`config.mk`:
```
export PLATFORM = sky130hd
export DESIGN_NAME = chunk_status_reducer
export DESIGN_NICKNAME = d
export VERILOG_FILES = /design/src/rtl/csr_pkg.sv /design/src/rtl/csr_classify.sv /design/src/rtl/csr_accum.sv /design/src/rtl/chunk_status_reducer.sv
export SDC_FILE = /design/constraint.sdc
export NUM_CORES = 1
export LEC_CHECK = 0
export BUFFER_PORTS_ARGS = -buffer_cell sky130_fd_sc_hd__buf_2
export CAP_MARGIN = 5
export CELL_PAD_IN_SITES_DETAIL_PLACEMENT = 1
export CELL_PAD_IN_SITES_GLOBAL_PLACEMENT = 2
export CORE_UTILIZATION = 35
export CTS_BUF_LIST = sky130_fd_sc_hd__clkbuf_8
export CTS_CLUSTER_DIAMETER = 30
export DETAILED_ROUTE_END_ITERATION = 8
export PLACE_DENSITY_LB_ADDON = 0.15
export SLEW_MARGIN = 20
export SYNTH_ARGS = -nofsm -noshare
export SYNTH_HDL_FRONTEND = slang
export SYNTH_SLANG_ARGS = --single-unit
```
`constraint.sdc`:
```
create_clock -name clk -period 4.25 [get_ports clk]
set_input_delay 0.2125 -clock clk [delete_from_list [all_inputs] [get_ports clk]]
set_output_delay 0.2125 -clock clk [all_outputs]
set_load 0.02 [all_outputs]
```
`src/rtl/csr_pkg.sv`:
```
package csr_pkg;
  // Classification of one chunk status code
  typedef enum logic [1:0] {
    CLS_CLEAN  = 2'd0,
    CLS_ERASED = 2'd1,
    CLS_FIXED  = 2'd2,
    CLS_BAD    = 2'd3
  } chunk_cls_e;
endpackage

```
`src/rtl/csr_classify.sv`:
```
module csr_classify
  import csr_pkg::*;
#(
  parameter int STAT_W      = 8,
  parameter int MAX_CORR    = 40,
  parameter int ERASED_CODE = 255,
  parameter int UNCORR_CODE = 254
) (
  input  logic [STAT_W-1:0] code_i,
  output chunk_cls_e        cls_o,
  output logic [STAT_W-1:0] flips_o
);
  localparam logic [STAT_W-1:0] ErasedVal = STAT_W'(ERASED_CODE);
  localparam logic [STAT_W-1:0] UncorrVal = STAT_W'(UNCORR_CODE);
  localparam logic [STAT_W-1:0] CeilVal   = STAT_W'(MAX_CORR);

  always_comb begin
    if (code_i == '0)                              cls_o = CLS_CLEAN;
    else if (code_i == ErasedVal)                  cls_o = CLS_ERASED;
    else if (code_i == UncorrVal || code_i > CeilVal) cls_o = CLS_BAD;
    else                                           cls_o = CLS_FIXED;
  end

  assign flips_o = (cls_o == CLS_FIXED) ? code_i : '0;
endmodule

```
`src/rtl/csr_accum.sv`:
```
module csr_accum
  import csr_pkg::*;
#(
  parameter int STAT_W = 8,
  parameter int SUM_W  = 16,
  parameter int FAIL_W = 8
) (
  input  logic              clk,
  input  logic              rst,
  input  logic              clr_i,
  input  logic              add_i,
  input  chunk_cls_e        cls_i,
  input  logic [STAT_W-1:0] flips_i,
  output logic [STAT_W-1:0] nxt_max_o,
  output logic [SUM_W-1:0]  nxt_sum_o,
  output logic [FAIL_W-1:0] nxt_fail_o
);
  localparam logic [SUM_W-1:0]  SumMax  = {SUM_W{1'b1}};
  localparam logic [FAIL_W-1:0] FailMax = {FAIL_W{1'b1}};

  logic [STAT_W-1:0] acc_max;
  logic [SUM_W-1:0]  acc_sum;
  logic [FAIL_W-1:0] acc_fail;

  logic [STAT_W-1:0] base_max;
  logic [SUM_W-1:0]  base_sum;
  logic [FAIL_W-1:0] base_fail;
  logic [SUM_W:0]    sum_wide;

  always_comb begin
    base_max  = clr_i ? '0 : acc_max;
    base_sum  = clr_i ? '0 : acc_sum;
    base_fail = clr_i ? '0 : acc_fail;
    sum_wide  = {1'b0, base_sum} + {{(SUM_W+1-STAT_W){1'b0}}, flips_i};
    nxt_max_o  = base_max;
    nxt_sum_o  = base_sum;
    nxt_fail_o = base_fail;
    if (add_i) begin
      if (cls_i == CLS_FIXED) begin
        nxt_sum_o = sum_wide[SUM_W] ? SumMax : sum_wide[SUM_W-1:0];
        if (flips_i > base_max) nxt_max_o = flips_i;
      end else if (cls_i == CLS_BAD) begin
        if (base_fail != FailMax) nxt_fail_o = base_fail + 1'b1;
      end
    end
  end

  always_ff @(posedge clk) begin
    if (rst) begin
      acc_max  <= '0;
      acc_sum  <= '0;
      acc_fail <= '0;
    end else begin
      acc_max  <= nxt_max_o;
      acc_sum  <= nxt_sum_o;
      acc_fail <= nxt_fail_o;
    end
  end

  // a saturated total stays saturated within the page
  p_sum_sat_r8: assert property (@(posedge clk) disable iff (rst)
    (!clr_i && acc_sum == SumMax) |=> acc_sum == SumMax);

  // within a page the total never decreases
  p_sum_mono_r6: assert property (@(posedge clk) disable iff (rst)
    !clr_i |=> acc_sum >= $past(acc_sum));

  // an erased chunk leaves every accumulator untouched
  p_erased_hold_r3: assert property (@(posedge clk) disable iff (rst)
    (add_i && cls_i == CLS_ERASED && !clr_i) |=>
      ($stable(acc_sum) && $stable(acc_max) && $stable(acc_fail)));

  // a failing chunk below saturation adds exactly one
  p_fail_step_r11: assert property (@(posedge clk) disable iff (rst)
    (add_i && cls_i == CLS_BAD && !clr_i && acc_fail != FailMax) |=>
      acc_fail == $past(acc_fail) + 1'b1);
endmodule

```
`src/rtl/chunk_status_reducer.sv`:
```
module chunk_status_reducer
  import csr_pkg::*;
#(
  parameter int STAT_W      = 8,
  parameter int SUM_W       = 16,
  parameter int FAIL_W      = 8,
  parameter int MAX_CORR    = 40,
  parameter int ERASED_CODE = 255,
  parameter int UNCORR_CODE = 254
) (
  input  logic              clk,
  input  logic              rst,
  input  logic              page_start_i,
  input  logic              page_end_i,
  input  logic              st_valid_i,
  input  logic [STAT_W-1:0] st_byte_i,
  output logic              res_valid_o,
  output logic [STAT_W-1:0] max_flips_o,
  output logic [SUM_W-1:0]  total_corr_o,
  output logic [FAIL_W-1:0] fail_cnt_o,
  output logic              page_fail_o
);
  chunk_cls_e        cls;
  logic [STAT_W-1:0] flips;
  logic [STAT_W-1:0] nxt_max;
  logic [SUM_W-1:0]  nxt_sum;
  logic [FAIL_W-1:0] nxt_fail;

  csr_classify #(
    .STAT_W(STAT_W), .MAX_CORR(MAX_CORR),
    .ERASED_CODE(ERASED_CODE), .UNCORR_CODE(UNCORR_CODE)
  ) u_classify (
    .code_i (st_byte_i),
    .cls_o  (cls),
    .flips_o(flips)
  );

  csr_accum #(
    .STAT_W(STAT_W), .SUM_W(SUM_W), .FAIL_W(FAIL_W)
  ) u_accum (
    .clk       (clk),
    .rst       (rst),
    .clr_i     (page_start_i),
    .add_i     (st_valid_i),
    .cls_i     (cls),
    .flips_i   (flips),
    .nxt_max_o (nxt_max),
    .nxt_sum_o (nxt_sum),
    .nxt_fail_o(nxt_fail)
  );

  always_ff @(posedge clk) begin
    if (rst) begin
      res_valid_o  <= 1'b0;
      max_flips_o  <= '0;
      total_corr_o <= '0;
      fail_cnt_o   <= '0;
      page_fail_o  <= 1'b0;
    end else begin
      res_valid_o <= page_end_i;
      if (page_end_i) begin
        max_flips_o  <= nxt_max;
        total_corr_o <= nxt_sum;
        fail_cnt_o   <= nxt_fail;
        page_fail_o  <= (nxt_fail != '0);
      end
    end
  end

  // result strobe follows page end by exactly one cycle
  p_pulse_r10: assert property (@(posedge clk) disable iff (rst)
    page_end_i |=> res_valid_o);
  p_nopulse_r10: assert property (@(posedge clk) disable iff (rst)
    !page_end_i |=> !res_valid_o);
  p_hold_r10: assert property (@(posedge clk) disable iff (rst)
    !page_end_i |=> ($stable(total_corr_o) && $stable(max_flips_o) && $stable(fail_cnt_o)));

  // failure flag agrees with the failing-chunk count
  p_flag_r7: assert property (@(posedge clk) disable iff (rst)
    page_fail_o == (fail_cnt_o != '0));

  // reported maximum stays within the correction ceiling
  p_ceiling_r6: assert property (@(posedge clk) disable iff (rst)
    max_flips_o <= STAT_W'(MAX_CORR));
endmodule

```
==> out/results.tsv <==
metric	value	unit
holdBufCountCts	0	
grt_pass1_vias	3449	
yosysTopAreaCell	dfxtp_1	
cts_root_buffer	clkbuf_8	
synth_mux_area_frac	0.03766	
synth_xor_area_frac	0.02544	
crit_path_start	st_byte_i[2]	
cts.sinks	66	
path_class	input pin to flop	
power_leakage	0.001668	uW
ys_seq_area_frac	0.3489	
ys_warn_count	0	
synthFlopType	dfxtp_1	
tightestPinTransition	0.6233	ns
grt_pass1_wl	17.44	mm
yosys_register_bits	66	
cts_resized	0	
critPathLaunchType	input pin	
syn_area_per_cell	8.287	sq um
gp_congestion	0.7932	
worstSkewPairLatency	0.35	ns
rrSetupSlack	1.70	ns
cp_slowest_stage_delay	0.51	ns
drv_slew	0	
cp.depth	13	
cp_data_required_time	4.51	ns
syn2layout_area_growth	14.93	%
diodes	0	
ant_nets	0	
coreArea	10420	sq um
hold_violations	0	
rsz0062_at_grt	false	
cp_slowest_cell	or4_1	
ioPinCount	47	
whs	0.2971	ns
die_x	106.0	microns
path_clk_slew	0.08	ns
finalSetupViolCount	0	
fin_area	4353	sq um
fin_nets	518	
synth_top_family_by_area	simple AND/OR/NAND/NOR gates	
place_area	4110	sq um
syn_inst	457	
dpl.hpwl	7.570	mm
worstSetupEndpointType	flop	
worstPathCellList	buf_2 > o311ai_4 > and2_1 > nand2_1 > inv_1 > ha_1 > a221oi_1 > o21ai_0 > a32oi_2 > o21ai_1 > xnor2_1 > or4_1 > o311ai_1	
reg2reg_depth	9	
max-slew-margin-rel	0.5845	
syn_area	3787	sq um
vias_per_cell	5.455	
wire_per_inst	16.46	microns
skew	0.007845	ns
min_period_over_period	0.6872	
drive_gt1_frac	0.1864	
final_cell_mix	nor2_1, dfxtp_1, buf_2, nand2_1, a21oi_1	
grtUsageTotal	0.1989	
rr_endpoint	page_fail_o$_SDFFE_PP0P_	
period_needed	2.921	ns
cap_violations	0	
drc	0	
drt_iter0_drc	135	
drt_wl_total	10.45	mm
antenna_found_initial	0	
cts_tree	yes	
ys_async_sr_fraction	0	
total_power	1457	uW
post-cts-setup-buffers	0	
pre_cts_slack	1.010	ns
grt_max_degree	60	
cts.path.max_buffers	2	
hp-class	input pin to flop	
arrival	3.18	ns
max_freq	342.4	MHz
grt_overflow	0	
synth_simple_gate_area_frac	0.2663	
synth_cell_types	77	
yosys.area_share.adder	0.03634	
setup.worst_path.end	total_corr_o[5]$_SDFFE_PP0P_	
r2r-start	u_accum.acc_fail[0]$_SDFF_PP0_	
layout_setup_ws	1.329	ns
synth_top_area_share	0.3489	
drtPass1Iterations	4	
hold_path.startpoint	page_end_i	
synth-edff-count	0	
ir_drop	138.3	uV
start_util	0.3636	
io_buffers	46	
outcome	finished clean	
power_density	334.8	nW/um^2
fp.dieH	106.0	microns
setup_tns	0	ns
cts_htree_levels	3	
worst-path-buf-inv	2	
numCtsBuffers	9	
cp_top_family	compound AO/OA/AOI/OAI gates	
layout_commonest_cell	nor2_1	
vias	3464	
cp_max_fo	19	
die_area	11240	sq um
synth.area.top_cells	dfxtp_1, nor2_1, nand2_1, ha_1, mux2i_1	
synth_compound_area_frac	0.2352	
rows	37	
power breakdown:
part	internal, uW	leakage, uW	switching [uW]
combinational	48.3	0.00101	107
clock	390	0.000121	273
sequential	632	0.000536	7.52
total	1070	0.00167	387
sequential cells by signal (all words and copies together), names as in the netlist:
| signal | cells |
|---|---|
| page_fail_o | 1 |
| total_corr_o | 16 |
| res_valid_o | 1 |
| fail_cnt_o | 8 |
| max_flips_o | 8 |
| u_accum.acc_max | 8 |
| u_accum.acc_fail | 8 |
| u_accum.acc_sum | 16 |
synthesized netlist by cell type, types with 3 or more instances:
cell type / n
nand2_1: 37
a21oi_1: 20
a311oi_1: 4
nor3b_1: 4
nor4_1: 4
a31oi_1: 4
or4_1: 3
nor3_1: 18
dfxtp_1: 66
mux2i_1: 12
a211oi_1: 15
nor2_1: 69
xnor2_1: 10
o32ai_1: 6
o31ai_1: 6
o21ai_1: 6
nand4_1: 3
o21ai_0: 12
nand2b_1: 3
inv_1: 16
clkbuf_1: 22
and3_1: 4
nor2b_1: 16
o211ai_1: 3
nand3_1: 15
ha_1: 11
and2_1: 6
a21o_1: 3
cell type report:
| class | count | area, sq um |
|---|---|---|
| Timing Repair Buffer | 51 | 267.8 |
| Tap cell | 136 | 170.2 |
| Inverter | 16 | 60.06 |
| Sequential cell | 66 | 1321 |
| Clock inverter | 7 | 118.9 |
| Fill cell | 1285 | 6063 |
| Clock buffer | 9 | 123.9 |
| Multi-Input combinational cell | 350 | 2291 |
stage by stage:
stage                     utilization  cells
final                          0.4179    635
after global routing           0.4179    635
after CTS                      0.4179    635
after detailed placement       0.3946    619
after global placement         0.3946    619
after floorplan                     -    460
worst min path at each step:
stage                     slack [ns]  cells past startpoint                             to
after global routing            0.30                      3  u_accum.acc_sum[3]$_SDFF_PP0_
after detailed placement        0.46                      2   total_corr_o[6]$_SDFFE_PP0P_
final                           0.30                      3    max_flips_o[5]$_SDFFE_PP0P_
after CTS                       0.28                      3  u_accum.acc_sum[3]$_SDFF_PP0_
after floorplan                 0.38                      2  u_accum.acc_max[0]$_SDFF_PP0_
after global placement          0.46                      2   total_corr_o[6]$_SDFFE_PP0P_
tightest hold or removal path: cells and delay by family:
family	cells	cell delay [ns]
AOI/OAI and AO/OA	1	0.05
buffers and inverters	1	0.20
and+or+nand+nor	1	0.13
cell families after synthesis:
| group | count (synthesis) |
|---|---|
| AND/OR/NAND/NOR | 199 |
| AO/OA/AOI/OAI | 111 |
| flip-flops | 66 |
| buffers and inverters | 44 |
| multiplexers | 14 |
| adder cells (fa/ha/maj) | 11 |
| XOR/XNOR | 11 |
| other | 1 |
layer usage:
metal	vias up	wire length, microns	global-route usage
met4	0	135	0.06944
met2	59	4944	0.3268
li1	1726	-	-
met1	1667	5062	0.2589
met5	-	0	0
met3	12	309	0.03924
(Power assumes the default switching activity.)
